### src/rtl/slot_io_pkg.sv
package slot_io_pkg;

  typedef enum logic [1:0] {
    TGT_NONE = 2'd0,
    TGT_CTL  = 2'd1,
    TGT_PROM = 2'd2,
    TGT_CFG  = 2'd3
  } tgt_e;

  // 256-byte block numbers (address bits 11:10)
  localparam logic [1:0] BLK_CTL = 2'b00;
  localparam logic [1:0] BLK_ID  = 2'b11;

  // First offset past the controller register window
  localparam logic [7:0] CTL_LIMIT = 8'h60;

  // Configuration register offsets inside block 11
  localparam logic [7:0] OFF_CTRL  = 8'h84;
  localparam logic [7:0] OFF_IRQ   = 8'h88;
  localparam logic [7:0] OFF_PRE   = 8'h89;
  localparam logic [7:0] OFF_MEDIA = 8'h8A;
  localparam logic [7:0] OFF_SPA   = 8'h8B;
  localparam logic [7:0] OFF_SPB   = 8'h8F;

  function automatic logic is_cfg_off(input logic [7:0] off);
    return (off == OFF_CTRL) || (off == OFF_IRQ) || (off == OFF_PRE) ||
           (off == OFF_MEDIA) || (off == OFF_SPA) || (off == OFF_SPB);
  endfunction

  function automatic logic is_prom_off(input logic [7:0] off);
    return (off[7:2] == 6'b1000_00) || (off[7:3] == 5'b1001_0);
  endfunction

endpackage

### src/rtl/slot_io_addr_decode.sv
module slot_io_addr_decode
  import slot_io_pkg::*;
#(
  parameter int ADDR_W = 16
) (
  input  logic [ADDR_W-1:0] addr,
  input  logic              aen,
  input  logic              m_io,
  input  logic              wr,
  output tgt_e              tgt
);

  logic       space_ok;
  logic [1:0] blk;
  logic [7:0] off;

  assign blk = addr[11:10];
  assign off = addr[7:0];

  // Claim only I/O cycles to this slot, in the low quarter of a 1 KB block
  assign space_ok = !aen && !m_io && (addr[9:8] == 2'b00);

  always_comb begin
    tgt = TGT_NONE;
    if (space_ok) begin
      case (blk)
        BLK_CTL: if (off < CTL_LIMIT) tgt = TGT_CTL;
        BLK_ID: begin
          if (!wr && is_prom_off(off)) tgt = TGT_PROM;
          else if (is_cfg_off(off))    tgt = TGT_CFG;
        end
        default: tgt = TGT_NONE;
      endcase
    end
  end

endmodule

### src/rtl/slot_io_cycle_ctrl.sv
module slot_io_cycle_ctrl
  import slot_io_pkg::*;
#(
  parameter int TMO_CYC = 64
) (
  input  logic       clk,
  input  logic       rst_n,
  input  logic       start_n,
  input  tgt_e       dec_tgt,
  input  logic [7:0] dec_off,
  input  logic       dec_wr,
  input  logic       ctl_rdy,
  output logic       accept,
  output tgt_e       cur_tgt,
  output logic [7:0] cur_off,
  output logic       cur_wr,
  output logic       io_rdy
);

  localparam int CW = $clog2(TMO_CYC + 1);

  tgt_e          tgt_q, tgt_d;
  logic [7:0]    off_q;
  logic          wr_q;
  logic [CW-1:0] cnt_q, cnt_d;
  logic          tmo, wait_done, can_take;

  assign tmo       = (tgt_q == TGT_CTL) && (cnt_q == CW'(TMO_CYC));
  assign wait_done = (tgt_q != TGT_CTL) || ctl_rdy || tmo;
  assign can_take  = wait_done;
  assign accept    = can_take && !start_n && (dec_tgt != TGT_NONE);
  assign io_rdy    = wait_done;

  always_comb begin
    tgt_d = tgt_q;
    cnt_d = cnt_q;
    if (can_take) begin
      tgt_d = accept ? dec_tgt : TGT_NONE;
      cnt_d = '0;
    end else begin
      cnt_d = cnt_q + 1'b1;
    end
  end

  always_ff @(posedge clk or negedge rst_n) begin
    if (!rst_n) begin
      tgt_q <= TGT_NONE;
      cnt_q <= '0;
    end else begin
      tgt_q <= tgt_d;
      cnt_q <= cnt_d;
    end
  end

  // Access attributes load only when a cycle is taken
  always_ff @(posedge clk or negedge rst_n) begin
    if (!rst_n) begin
      off_q <= '0;
      wr_q  <= 1'b0;
    end else if (accept) begin
      off_q <= dec_off;
      wr_q  <= dec_wr;
    end
  end

  assign cur_tgt = tgt_q;
  assign cur_off = off_q;
  assign cur_wr  = wr_q;

  p_tmo_bound_r8: assert property (@(posedge clk) disable iff (!rst_n)
    cnt_q <= CW'(TMO_CYC));

  p_hold_while_wait_r11: assert property (@(posedge clk) disable iff (!rst_n)
    (tgt_q == TGT_CTL && !io_rdy) |=> (tgt_q == TGT_CTL) && $stable(off_q) && $stable(wr_q));

endmodule

### src/rtl/slot_io_cfg_regs.sv
module slot_io_cfg_regs
  import slot_io_pkg::*;
(
  input  logic       clk,
  input  logic       rst_n,
  input  logic       wr_en,
  input  logic [7:0] wr_off,
  input  logic [7:0] wdata,
  input  logic [7:0] rd_off,
  output logic [7:0] rd_data,
  output logic       board_en,
  output logic       burst_en,
  output logic       irq_level,
  output logic [1:0] irq_sel,
  output logic       preempt_long,
  output logic       reject_own,
  output logic       thick
);

  logic [1:0] ctrl_q;
  logic [2:0] irq_q;
  logic       pre_q;
  logic [1:0] media_q;
  logic       we_ctrl, we_irq, we_pre, we_media;

  assign we_ctrl  = wr_en && (wr_off == OFF_CTRL);
  assign we_irq   = wr_en && (wr_off == OFF_IRQ);
  assign we_pre   = wr_en && (wr_off == OFF_PRE);
  assign we_media = wr_en && (wr_off == OFF_MEDIA);

  always_ff @(posedge clk or negedge rst_n) begin
    if (!rst_n)       ctrl_q <= 2'b11;
    else if (we_ctrl) ctrl_q <= wdata[1:0];
  end

  always_ff @(posedge clk or negedge rst_n) begin
    if (!rst_n)      irq_q <= '0;
    else if (we_irq) irq_q <= wdata[2:0];
  end

  always_ff @(posedge clk or negedge rst_n) begin
    if (!rst_n)      pre_q <= 1'b0;
    else if (we_pre) pre_q <= wdata[0];
  end

  always_ff @(posedge clk or negedge rst_n) begin
    if (!rst_n)        media_q <= '0;
    else if (we_media) media_q <= wdata[1:0];
  end

  always_comb begin
    case (rd_off)
      OFF_CTRL:  rd_data = {6'b0, ctrl_q};
      OFF_IRQ:   rd_data = {5'b0, irq_q};
      OFF_PRE:   rd_data = {7'b0, pre_q};
      OFF_MEDIA: rd_data = {6'b0, media_q};
      default:   rd_data = 8'h00;
    endcase
  end

  assign board_en     = ctrl_q[0];
  assign burst_en     = ctrl_q[1];
  assign irq_level    = irq_q[0];
  assign irq_sel      = irq_q[2:1];
  assign preempt_long = pre_q;
  assign reject_own   = media_q[0];
  assign thick        = media_q[1];

  p_irq_write_r5: assert property (@(posedge clk) disable iff (!rst_n)
    (wr_en && wr_off == OFF_IRQ) |=> (irq_sel == $past(wdata[2:1])) && (irq_level == $past(wdata[0])));

  p_spare_noeffect_r10: assert property (@(posedge clk) disable iff (!rst_n)
    (wr_en && (wr_off == OFF_SPA || wr_off == OFF_SPB)) |=>
      $stable(board_en) && $stable(burst_en) && $stable(irq_sel) && $stable(thick));

endmodule

### src/rtl/slot_io_decoder.sv
module slot_io_decoder
  import slot_io_pkg::*;
#(
  parameter int ADDR_W  = 16,
  parameter int TMO_CYC = 64
) (
  input  logic              clk,
  input  logic              rst_n,
  input  logic [ADDR_W-1:0] io_addr,
  input  logic              aen,
  input  logic              m_io,
  input  logic              start_n,
  input  logic              wr,
  input  logic [3:0]        be_n,
  input  logic [7:0]        wdata,
  input  logic              ctl_rdy,
  output logic              ctl_sel,
  output logic [5:0]        ctl_reg,
  output logic              ctl_wr,
  output logic              prom_sel,
  output logic [4:0]        prom_addr,
  output logic              cfg_sel,
  output logic [7:0]        rdata,
  output logic              ex16_n,
  output logic              io_rdy,
  output logic              cfg_board_en,
  output logic              cfg_burst_en,
  output logic              cfg_irq_level,
  output logic [1:0]        cfg_irq_sel,
  output logic              cfg_preempt_long,
  output logic              cfg_reject_own,
  output logic              cfg_thick
);

  tgt_e       dec_tgt, cur_tgt;
  logic [7:0] cur_off;
  logic       cur_wr, accept, lane_on, cfg_we;
  logic [7:0] cfg_rd;
  logic       unused_slot_bits;

  assign unused_slot_bits = ^io_addr[ADDR_W-1:12];

  slot_io_addr_decode #(.ADDR_W(ADDR_W)) u_dec (
    .addr (io_addr),
    .aen  (aen),
    .m_io (m_io),
    .wr   (wr),
    .tgt  (dec_tgt)
  );

  slot_io_cycle_ctrl #(.TMO_CYC(TMO_CYC)) u_ctrl (
    .clk     (clk),
    .rst_n   (rst_n),
    .start_n (start_n),
    .dec_tgt (dec_tgt),
    .dec_off (io_addr[7:0]),
    .dec_wr  (wr),
    .ctl_rdy (ctl_rdy),
    .accept  (accept),
    .cur_tgt (cur_tgt),
    .cur_off (cur_off),
    .cur_wr  (cur_wr),
    .io_rdy  (io_rdy)
  );

  assign lane_on = !be_n[io_addr[1:0]];
  assign cfg_we  = accept && (dec_tgt == TGT_CFG) && wr && lane_on;

  slot_io_cfg_regs u_cfg (
    .clk          (clk),
    .rst_n        (rst_n),
    .wr_en        (cfg_we),
    .wr_off       (io_addr[7:0]),
    .wdata        (wdata),
    .rd_off       (cur_off),
    .rd_data      (cfg_rd),
    .board_en     (cfg_board_en),
    .burst_en     (cfg_burst_en),
    .irq_level    (cfg_irq_level),
    .irq_sel      (cfg_irq_sel),
    .preempt_long (cfg_preempt_long),
    .reject_own   (cfg_reject_own),
    .thick        (cfg_thick)
  );

  assign ctl_sel   = (cur_tgt == TGT_CTL);
  assign prom_sel  = (cur_tgt == TGT_PROM);
  assign cfg_sel   = (cur_tgt == TGT_CFG);
  assign ctl_reg   = cur_off[6:1];
  assign ctl_wr    = cur_wr;
  assign prom_addr = {~cur_off[4], cur_off[3:0]};
  assign rdata     = (cfg_sel && !cur_wr) ? cfg_rd : 8'h00;
  assign ex16_n    = !(ctl_sel || cfg_sel);

  p_one_target_r6: assert property (@(posedge clk) disable iff (!rst_n)
    $onehot0({ctl_sel, prom_sel, cfg_sel}));

  p_prom_8bit_r6: assert property (@(posedge clk) disable iff (!rst_n)
    prom_sel |-> ex16_n);

  p_no_wait_r7: assert property (@(posedge clk) disable iff (!rst_n)
    (prom_sel || cfg_sel) |-> io_rdy);

  p_aen_blocks_r1: assert property (@(posedge clk) disable iff (!rst_n)
    (!start_n && (aen || m_io) && io_rdy) |=> !(ctl_sel || prom_sel || cfg_sel));

endmodule

### config.mk
export PLATFORM = sky130hd
export DESIGN_NAME = slot_io_decoder
export DESIGN_NICKNAME = d
export VERILOG_FILES = /design/src/rtl/slot_io_pkg.sv /design/src/rtl/slot_io_addr_decode.sv /design/src/rtl/slot_io_cycle_ctrl.sv /design/src/rtl/slot_io_cfg_regs.sv /design/src/rtl/slot_io_decoder.sv
export SDC_FILE = /design/constraint.sdc
export NUM_CORES = 1
export LEC_CHECK = 0
export CAP_MARGIN = 40
export CORE_UTILIZATION = 42
export DETAILED_ROUTE_END_ITERATION = 8
export PLACE_DENSITY = 0.8
export REMOVE_ABC_BUFFERS = 1
export SLEW_MARGIN = 10
export SYNTH_ARGS = -nofsm -noshare
export SYNTH_HDL_FRONTEND = slang
export SYNTH_HIERARCHICAL = 1
export SYNTH_SLANG_ARGS = --single-unit
### constraint.sdc
create_clock -name clk -period 3 [get_ports clk]
set_input_delay 0.3 -clock clk [delete_from_list [all_inputs] [get_ports clk]]
set_output_delay 0.3 -clock clk [all_outputs]
set_load 0.02 [all_outputs]
After elaboration in Yosys (flattened, before gate mapping)
Index checks and enable logic that the tools add are counted.

$add $sub $neg: 1. $lt $le $gt $ge: 2. Equality and inequality tests: 19. Multiplexer cells: 11. Bitwise gates (word level): 1. Reductions and logical operators: 33.

Operator list (number): 8-bit == test, second input constant (10); 1-bit logical AND (14); 3-bit one-hot mux with 4 select lines (1); 1-bit logical OR (9); 2-bit == test, second input constant (4); 8-bit by 7-bit less-than comparator with 1-bit output, second input constant (1); 2-bit 2-to-1 mux (4); 8-bit 2-to-1 mux (1); 7-bit by 1-bit adder with 7-bit output, second input constant (1); 7-bit == test, second input constant (1); 1-bit zero test (7); 7-bit 2-to-1 mux (1); 6-bit == test, second input constant (1); 5-bit == test, second input constant (1); 2-bit zero test (2); 2-bit one-hot mux with 2 select lines (1); 2-bit by 3-bit less-than comparator with 1-bit output, second input constant (1); 1-bit binary-select mux with 2-bit select (1); 2-bit by 1-bit == test with 1-bit output, second input constant (1); 1-bit 2-to-1 mux (2); 2-bit by 1-bit != test with 1-bit output, second input constant (1); 2-bit nonzero test (1); 1-bit inverter (1).

Bits in registers: 26. Input port bits: 35. Output and inout port bits: 33. Logic and storage cells: 75.

Logic depth before layout (Yosys ltp)
Gate-level depths: netlist of run 1.

Depth in word-level cells: 16. Gate-level depth with buffers: 14.

Modules after synthesis
Netlist of run 1, hierarchy kept.

By module, submodules not included: slot_io_cycle_ctrl (times used 1, cells each 60, area an instance 752.0 µm², sequential area each 450.4 µm²); slot_io_cfg_regs (times used 1, cells each 47, area an instance 550.5 µm², sequential area each 202.7 µm²); slot_io_decoder (times used 1, cells each 20, area an instance 137.6 µm², sequential area each 0.0 µm²); slot_io_addr_decode (times used 1, cells each 20, area an instance 130.1 µm², sequential area each 0.0 µm²).

Least setup slack after synthesis of run 1
Ideal clock, no wire load.

Kind: input to register. Start point: in io_addr[5]. End point: reg u_cfg.ctrl_q[0]. Library setup time: 0.082 ns. Arrival: 2.854 ns. Setup slack: 0.064 ns. Cell stages on the path: 12. Path buffers: 1. Cell sequence: or3b_1 or4_4 a21oi_1 nor2_1 nor2_1 and2_1 buf_4 nand4_1 nor2_1 or4bb_1 nor3_2 mux2_2.

Word-level cells in the longest chain between the ends: 16. Elaborated cells between the ends (all ways): 28. Classes of those cells: 1 x order compare; 9 x eq/ne; 5 x mux; 13 x reduce/logical.

Ends and longest elaborated chain: start, declared (line slot_io_decoder.sv:9) `input logic [ADDR_W-1:0] io_addr,`; 8-bit == test (line slot_io_pkg.sv:26) `return (off == OFF_CTRL) || (off == OFF_IRQ) || (off == OFF_PRE) ||`; 1-bit logical OR (3 in a row) (line slot_io_pkg.sv:26); 1-bit logical OR (2 in a row) (line slot_io_pkg.sv:27) `(off == OFF_MEDIA) || (off == OFF_SPA) || (off == OFF_SPB);`; 2-bit 2-to-1 mux (line slot_io_addr_decode.sv:30) `else if (is_cfg_off(off)) tgt = TGT_CFG;`; 2-bit 2-to-1 mux (*) (line slot_io_addr_decode.sv:29) `if (!wr && is_prom_off(off)) tgt = TGT_PROM;`; 2-bit one-hot mux with 2 select lines (*) (line slot_io_addr_decode.sv:26) `case (blk)`; 2-bit 2-to-1 mux (*) (line slot_io_addr_decode.sv:25) `if (space_ok) begin`; via dec_tgt[1] (line slot_io_decoder.sv:35) `tgt_e dec_tgt, cur_tgt;`; 2-bit nonzero test (*) (line slot_io_cycle_ctrl.sv:31) `assign accept = can_take && !start_n && (dec_tgt != TGT_NONE);`; 1-bit logical AND (*) (line slot_io_cycle_ctrl.sv:31); via accept (line slot_io_decoder.sv:37) `logic cur_wr, accept, lane_on, cfg_we;`; 1-bit logical AND (*) (3 in a row) (line slot_io_decoder.sv:67) `assign cfg_we = accept && (dec_tgt == TGT_CFG) && wr && lane_on;`; via cfg_we (line slot_io_decoder.sv:37); 1-bit logical AND (*) (line slot_io_cfg_regs.sv:26) `assign we_ctrl = wr_en && (wr_off == OFF_CTRL);`; end signal, assigned (line slot_io_cfg_regs.sv:33) `else if (we_ctrl) ctrl_q <= wdata[1:0];`; end, declared (line slot_io_cfg_regs.sv:20) `logic [1:0] ctrl_q;`.

Mark *: on every way through the listed nets, which the timed path passes. The rest lies on a longest branch. A chain may end at the register's enable or synchronous reset.

Worst setup path in the final report of run 1
Start point: in io_addr[4]. End point: reg u_cfg.ctrl_q[1].

The elaborated chain is that of the path after synthesis.

==> results.sh, run 1 <==
export IMPL_layout_nets=257
export IMPL_synthDistinctLibCells=43
export IMPL_cts_tree="yes"
export IMPL_worst_ep_arrival_time_ps=3090
export IMPL_numCtsBuffers=3
export IMPL_tightest_slew_ps=723.7
export IMPL_grt_total_usage=0.2022
export IMPL_placed_area_sq_um=2221
export IMPL_area_delta_synth_final_pct=51.24
export IMPL_cts_num_sinks=26
export IMPL_finalSetupViolations=0
export IMPL_grt_overflow_total=0
export IMPL_p_per_area_nw_per_um2=325.1
export IMPL_place_gp_congestion=0.8411
export IMPL_routedWlPerCell_um=15.08
export IMPL_num_antenna_cells=0
export IMPL_fin_setup_tns_ps=0
export IMPL_ir_worst_vdd_mv=0.1766
export IMPL_via_per_inst=5.106
export IMPL_synthFlopType="dfrtp_1"
export IMPL_die_h_um=63.15
export IMPL_std_cell_rows=21
export IMPL_ys_warn_count=6
export IMPL_drv_slew=0
export IMPL_worstPathMaxFanout=2
export IMPL_antenna_found_initial=0
export IMPL_critical_path_slowest_cell="or4_4"
export IMPL_die_area_sq_um=3987
export IMPL_path_cells="clkdlybuf4s50_1, nor2b_1, or4_4, a21oi_4, nor2_1, nor2_1, and2_4, nand4_1, nor2_1, or4bb_4, nor3_4, mux2_4"
export IMPL_cp_end_kind="flip-flop"
export IMPL_cp_depth=12
export IMPL_synthCells=147
export IMPL_critPathLaunch="io_addr[4]"
export IMPL_grt_max_degree=27
export IMPL_r2r_start="u_ctrl/cnt_q[0]"
export IMPL_synthArstFlopShare=1.000
export IMPL_final_cell_area_sq_um=2375
export IMPL_drt_iter0_drc=55
export IMPL_ios=68
export IMPL_fp_coreArea_sq_um=3468
export IMPL_min_path_type="primary input to flip-flop"
export IMPL_cp_required_ps=3200
export IMPL_die_w_um=63.15
export IMPL_cts_root_buf="clkbuf_8"
export IMPL_ys_seq_area_frac=0.4159
export IMPL_clockBufferDepth=2
export IMPL_maxSlewHeadroom=0.5107
export IMPL_max_freq_ghz=0.3459
export IMPL_htreeDepth=1
export IMPL_r2r_cells=10
export IMPL_critical_path_endpoint="u_cfg/ctrl_q[1]"
export IMPL_status="complete, no violations"
export IMPL_hold_viol_final=0
export IMPL_drv_cap=0
export IMPL_drc=0
export IMPL_portBuffers=53
export IMPL_grt_pass1_vias=1334
export IMPL_reg2reg_to="u_cfg/ctrl_q[1]"
export IMPL_syn_avg_cell_area_sq_um=10.68
export IMPL_fin_util=0.6847
export IMPL_drt_total_wl_um=3967
export IMPL_min_period_ps=2891
export IMPL_crit_buf_inv=1
export IMPL_syn_area_sq_um=1570
export IMPL_final_antenna_net_count=0
export IMPL_slowest_delay_ps=500
export IMPL_holdWs_ps=364.3
export IMPL_first_pass_iters=4
export IMPL_critPathKind="primary input to flip-flop"
export IMPL_initial_core_util=0.4527
export IMPL_path_common_cell="nor2_1"
export IMPL_clk_pin_slew_ps=90
export IMPL_rrSetupSlack_ps=330
export IMPL_startpoint_type="primary input"
export IMPL_fin_crit_sh=0.9636
export IMPL_dp_hpwl_um=2865
export IMPL_drive_above_1_share=0.2442
export IMPL_vias=1343
export IMPL_synth_edf_count=0
export IMPL_total_leakage_power_uw=0.001075
export IMPL_critPathTopFamily="simple AND/OR/NAND/NOR gates"
export IMPL_grt_pass1_wl_um=6258
export IMPL_dp_cells=256
export IMPL_ys_seq_elements=26
export IMPL_clock_latency_ps=280
export IMPL_instances_no_fill=263
export IMPL_fin_skew_ps=5.606
-- where the power goes --
group          switching, uW  leakage [uW]  internal, uW
registers               7.99      0.000355           357
logic                   50.5      0.000685          64.8
clock network            113     0.0000357           179
total                    172       0.00108           600
-- registers in the layout, indices dropped and copies added (netlist names) --
name and cells:
u_cfg/irq_q 3, u_cfg/preempt_long 1, u_ctrl/cur_off 8, u_ctrl/cur_wr 1, u_cfg/media_q 2, u_ctrl/cnt_q 7
u_cfg/ctrl_q 2, u_ctrl/cur_tgt 2
-- stage by stage --
step	worst slack (ps)	total power (uW)
global route	-44.53	797.5
global placement	-302.8	481.7
detailed placement	-461.6	484.7
floorplan	-372.1	401.2
finish	109.2	772.0
CTS	39.04	771.7
-- repair_timing --
| item | 4_1_cts | 5_1_grt |
|---|---|---|
| gates resized for setup | 15 | 20 |
| hold buffers | 0 | 0 |
| setup endpoints to repair | 8 | 8 |
| pin swaps | 12 | 13 |
| setup buffers | 2 | 1 |
-- layout make-up --
type                            count  area [sq um]
Clock inverter                      1         30.03
Fill cell                         284          1094
Sequential cell                    26         653.1
Inverter                            9         33.78
Timing Repair Buffer               72         666.9
Tap cell                           46         57.56
Multi-Input combinational cell    106         892.1
Clock buffer                        3         41.29
-- Yosys cell counts (2+ instances only) --
master    number  area, sq um
dfrtp_1       24        600.6
nor2_1        15        56.30
and2_1        10        62.56
buf_4          9        67.56
inv_1          9        33.78
mux2_1         9        101.4
mux2_2         8        90.09
nand3b_1       7        52.55
ha_1           4        50.05
nand2_1        4        15.01
nand3_1        4        20.02
a21boi_0       3        22.52
nor2b_1        3        18.77
xnor2_1        3        26.28
a21oi_1        2        10.01
and3b_1        2        17.52
dfstp_2        2        52.55
nor4b_1        2        17.52
o21ai_0        2        10.01
xor2_1         2        17.52
-- cell families (layout without fill, tap and decap cells) --
| logic type | count (synthesis) | after routing | synth area share |
|---|---|---|---|
| AND/OR/NAND/NOR | 63 | 63 | 0.2733 |
| buffers and inverters | 19 | 85 | 0.06772 |
| AO/OA/AOI/OAI | 11 | 11 | 0.04462 |
| XOR/XNOR | 5 | 5 | 0.02789 |
| flip-flops | 26 | 26 | 0.4159 |
| multiplexers | 18 | 18 | 0.1363 |
| adder cells (fa/ha/maj) | 4 | 4 | 0.03187 |
| other | 1 | 5 | 0.002388 |
-- layout by cell type (no fill, tap or decap), types with 4 or more instances in the layout --
master | Yosys | routed
dlymetal6s2s_1 | 0 | 5
conb_1 | 1 | 5
dfrtp_1 | 24 | 24
nand3b_1 | 7 | 7
buf_4 | 9 | 19
and2_1 | 10 | 9
mux2_1 | 9 | 9
clkdlybuf4s50_1 | 0 | 42
ha_1 | 4 | 4
inv_1 | 9 | 9
mux2_2 | 8 | 6
nor2_1 | 15 | 14
-- how the worst min path moves through the flow --
stage	slack [ps]	start	cells past startpoint	endpoint
global route	380	io_addr[6]	3	u_ctrl/cur_off[6]
floorplan	4	rst_n	0	u_cfg/irq_q[0]
finish	360	io_addr[5]	3	u_ctrl/cur_off[5]
global placement	460	u_ctrl/cur_off[7]	1	u_ctrl/cur_off[7]
CTS	410	rst_n	2	u_ctrl/cur_off[2]
detailed placement	470	u_ctrl/cur_off[7]	1	u_ctrl/cur_off[7]
-- worst reg2reg max path, cell delays in order, from the launching register on --
cell and delay, ps:
dfrtp_1 410, inv_1 70, ha_1 130, nand4bb_1 100, o31ai_1 380, and2_4 230, nand4_1 120, nor2_1 130
or4bb_4 490, nor3_4 200, mux2_4 330
-- per-layer routing --
| layer | global-route usage | part of all wire | routed length (um) | vias up |
|---|---|---|---|---|
| met5 | 0 | 0 | 0 | - |
| met3 | 0.01630 | 0.033 | 132 | 6 |
| met4 | 0.09884 | 0.023 | 90 | 0 |
| met2 | 0.3656 | 0.52 | 2069 | 41 |
| li1 | - | - | - | 637 |
| met1 | 0.2382 | 0.42 | 1674 | 659 |
(Power assumes the default switching activity.)
==> run 2: changes to the inputs <==
==> constraint.sdc (replaced) <==
create_clock -name clk -period 2.8 [get_ports clk]
set_input_delay 0.28 -clock clk [delete_from_list [all_inputs] [get_ports clk]]
set_output_delay 0.28 -clock clk [all_outputs]
set_load 0.02 [all_outputs]
==> run 2 against run 1 <==
Net effect:
- the flow now finishes with violations (setup timing)
- total power rose by 7.5%
- utilization grew 2.4 points
- sequential power up 7.1%
- count of clock-buffer cells in the layout unchanged
- clock skew down 2.3 ps
- critical path type unchanged
- sequential share of layout area is 0.92 points lower
- largest cell class unchanged
- global-route usage is 2.3 points higher
- combinational power is 15% higher
- routed wire length up 8.1%
==> results.sh, run 2 (same netlist as run 1, synthesis figures left out) <==
export IMPL_std_cell_rows=21
export IMPL_grt_pass1_wl_um=6927
export IMPL_final_antenna_net_count=0
export IMPL_fin_setup_tns_ps=-24.44
export IMPL_grt_max_degree=27
export IMPL_drc=0
export IMPL_p_per_area_nw_per_um2=337.7
export IMPL_cts_hold_buffers_added=0
export IMPL_layout_commonest_cell="clkdlybuf4s50_1"
export IMPL_drv_slew=0
export IMPL_clk_pin_slew_ps=90
export IMPL_vias=1377
export IMPL_grt_total_usage=0.2249
export IMPL_antenna_found_initial=0
export IMPL_first_pass_iters=4
export IMPL_place_gp_congestion=0.7633
export IMPL_portBuffers=53
export IMPL_critical_path_slowest_cell="or4_4"
export IMPL_worst_ep_arrival_time_ps=3010
export IMPL_dp_cells=258
export IMPL_drv_cap=0
export IMPL_dp_hpwl_um=3029
export IMPL_cts_tree="yes"
export IMPL_total_leakage_power_uw=0.001097
export IMPL_min_path_type="primary input to flip-flop"
export IMPL_grt_pass1_vias=1467
export IMPL_status="finished with violations"
export IMPL_routedWlPerCell_um=16.00
export IMPL_final_cell_area_sq_um=2457
export IMPL_htreeDepth=1
export IMPL_setup_ws_ps=-15.78
export IMPL_finalSetupViolations=2
export IMPL_final_cell_mix="clkdlybuf4s50_1, dfrtp_1, buf_4"
export IMPL_r2r_cells=10
export IMPL_instances_no_fill=268
export IMPL_fin_skew_ps=3.341
export IMPL_largest_reg_flops=8
export IMPL_post_place_ws_ps=-595.9
export IMPL_ios=68
export IMPL_placed_area_sq_um=2236
export IMPL_max_freq_ghz=0.3551
export IMPL_cts_num_sinks=26
export IMPL_fin_crit_sh=1.006
export IMPL_via_per_inst=5.138
export IMPL_die_h_um=63.15
export IMPL_cts_root_buf="clkbuf_8"
export IMPL_die_w_um=63.15
export IMPL_area_delta_synth_final_pct=56.49
export IMPL_violations="setup timing"
export IMPL_clockBufferDepth=2
export IMPL_rsz0062_at_grt="yes"
export IMPL_numCtsBuffers=3
export IMPL_hold_viol_final=0
export IMPL_grt_overflow_total=0
export IMPL_layout_nets=262
export IMPL_worstPathMaxFanout=2
export IMPL_die_area_sq_um=3987
export IMPL_fp_coreArea_sq_um=3468
export IMPL_ir_worst_vdd_mv=0.1830
export IMPL_drive_above_1_share=0.2658
export IMPL_cp_end_kind="flip-flop"
export IMPL_num_antenna_cells=0
export IMPL_hold_depth=3
export IMPL_drt_total_wl_um=4289
export IMPL_slowest_delay_ps=510
export IMPL_path_common_cell="nor2_2"
export IMPL_min_period_ps=2816
export IMPL_critPathKind="primary input to flip-flop"
export IMPL_startpoint_type="primary input"
export IMPL_path_cells="buf_6, or3b_4, or4_4, a21oi_4, nor2_2, nor2_1, and2_1, nand4_1, nor2_2, or4bb_4, nor3_4, mux2_4"
export IMPL_initial_core_util=0.4527
export IMPL_drt_iter0_drc=45
export IMPL_cp_required_ps=3000
export IMPL_clock_latency_ps=270
[run 2: changes by cell type in the layout (fill, tap and decap cells not counted), sizes merged]
cell / delta
dlygate4sd2: +1
buf: +7
clkbuf: -2
dlymetal6s2s: -2
clkdlybuf4s50: -2
clkdlybuf4s15: +3
[run 2: path summary, 6_finish.rpt]
check / start / to / slack, ps
worst max-delay path: io_addr[5] / u_cfg/ctrl_q[1] / -20
worst min-delay path: io_addr[5] / u_ctrl/cur_off[5] / 330
worst max register to register: u_ctrl/cnt_q[0] / u_cfg/ctrl_q[1] / 160
worst min register to register: u_ctrl/cnt_q[0] / u_ctrl/cnt_q[0] / 490
max in group asynchronous: rst_n / u_cfg/ctrl_q[0] / 2120
min in group asynchronous: rst_n / u_cfg/media_q[0] / 380
[run 2: layout make-up]
type	instances	area [sq um]
fillers	259	1011
repair buffers	77	708.2
multi-input cells	106	933.4
well taps	46	57.56
clock buffers	3	41.29
flip-flops and latches	26	653.1
inverters	9	33.78
clock inverters	1	30.03
[run 2: power by group]
group	total, uW	internal (uW)	leakage, uW	switching (uW)
Sequential	391	382	0.000355	8.94
Combinational	132	73.1	0.000707	59.1
Clock	307	191	0.0000357	116
Total	830	646	0.00110	184
[run 2: what timing repair did]
action                     4_1_cts  5_1_grt
resized for setup               35       16
buffers inserted                 5        1
setup endpoints to repair        8        8
pin swaps                       16       13
[run 2: worst max-delay path: cells and delay by family]
family / cells / cell delay (ps)
AOI/OAI and AO/OA: 1 / 160
and+or+nand+nor: 9 / 2150
buffers and inverters: 1 / 90
muxes: 1 / 330
[run 2: per-stage QoR]
step,util,hold slack [ps],power [uW]
finish,0.7085,328.5,829.9
global route,0.7085,356.4,858.7
CTS,0.6890,351.1,828.1
detailed placement,0.6447,474.1,522.8
global placement,0.6447,464.3,518.5
floorplan,-,-15.59,429.8
[run 2: per-layer routing]
layer,vias to the layer above,part of all wire,global-route usage,wire length [um]
met1,683,0.40,0.2506,1716
li1,647,-,-,-
met2,41,0.55,0.4234,2375
met4,0,0.013,0.08430,57
met3,6,0.032,0.03442,139
met5,-,0,0,0
==> run 3: changes to the inputs <==
--- a/config.mk
+++ b/config.mk
@@ -5,8 +5,8 @@
 export SDC_FILE = /design/constraint.sdc
 export NUM_CORES = 1
 export LEC_CHECK = 0
-export CAP_MARGIN = 40
 export CORE_UTILIZATION = 42
+export CTS_CLUSTER_DIAMETER = 30
 export DETAILED_ROUTE_END_ITERATION = 8
 export PLACE_DENSITY = 0.8
 export REMOVE_ABC_BUFFERS = 1
==> results of run 3 <==
Same layout as run 2: the final DEF is identical, and so are final timing and power.
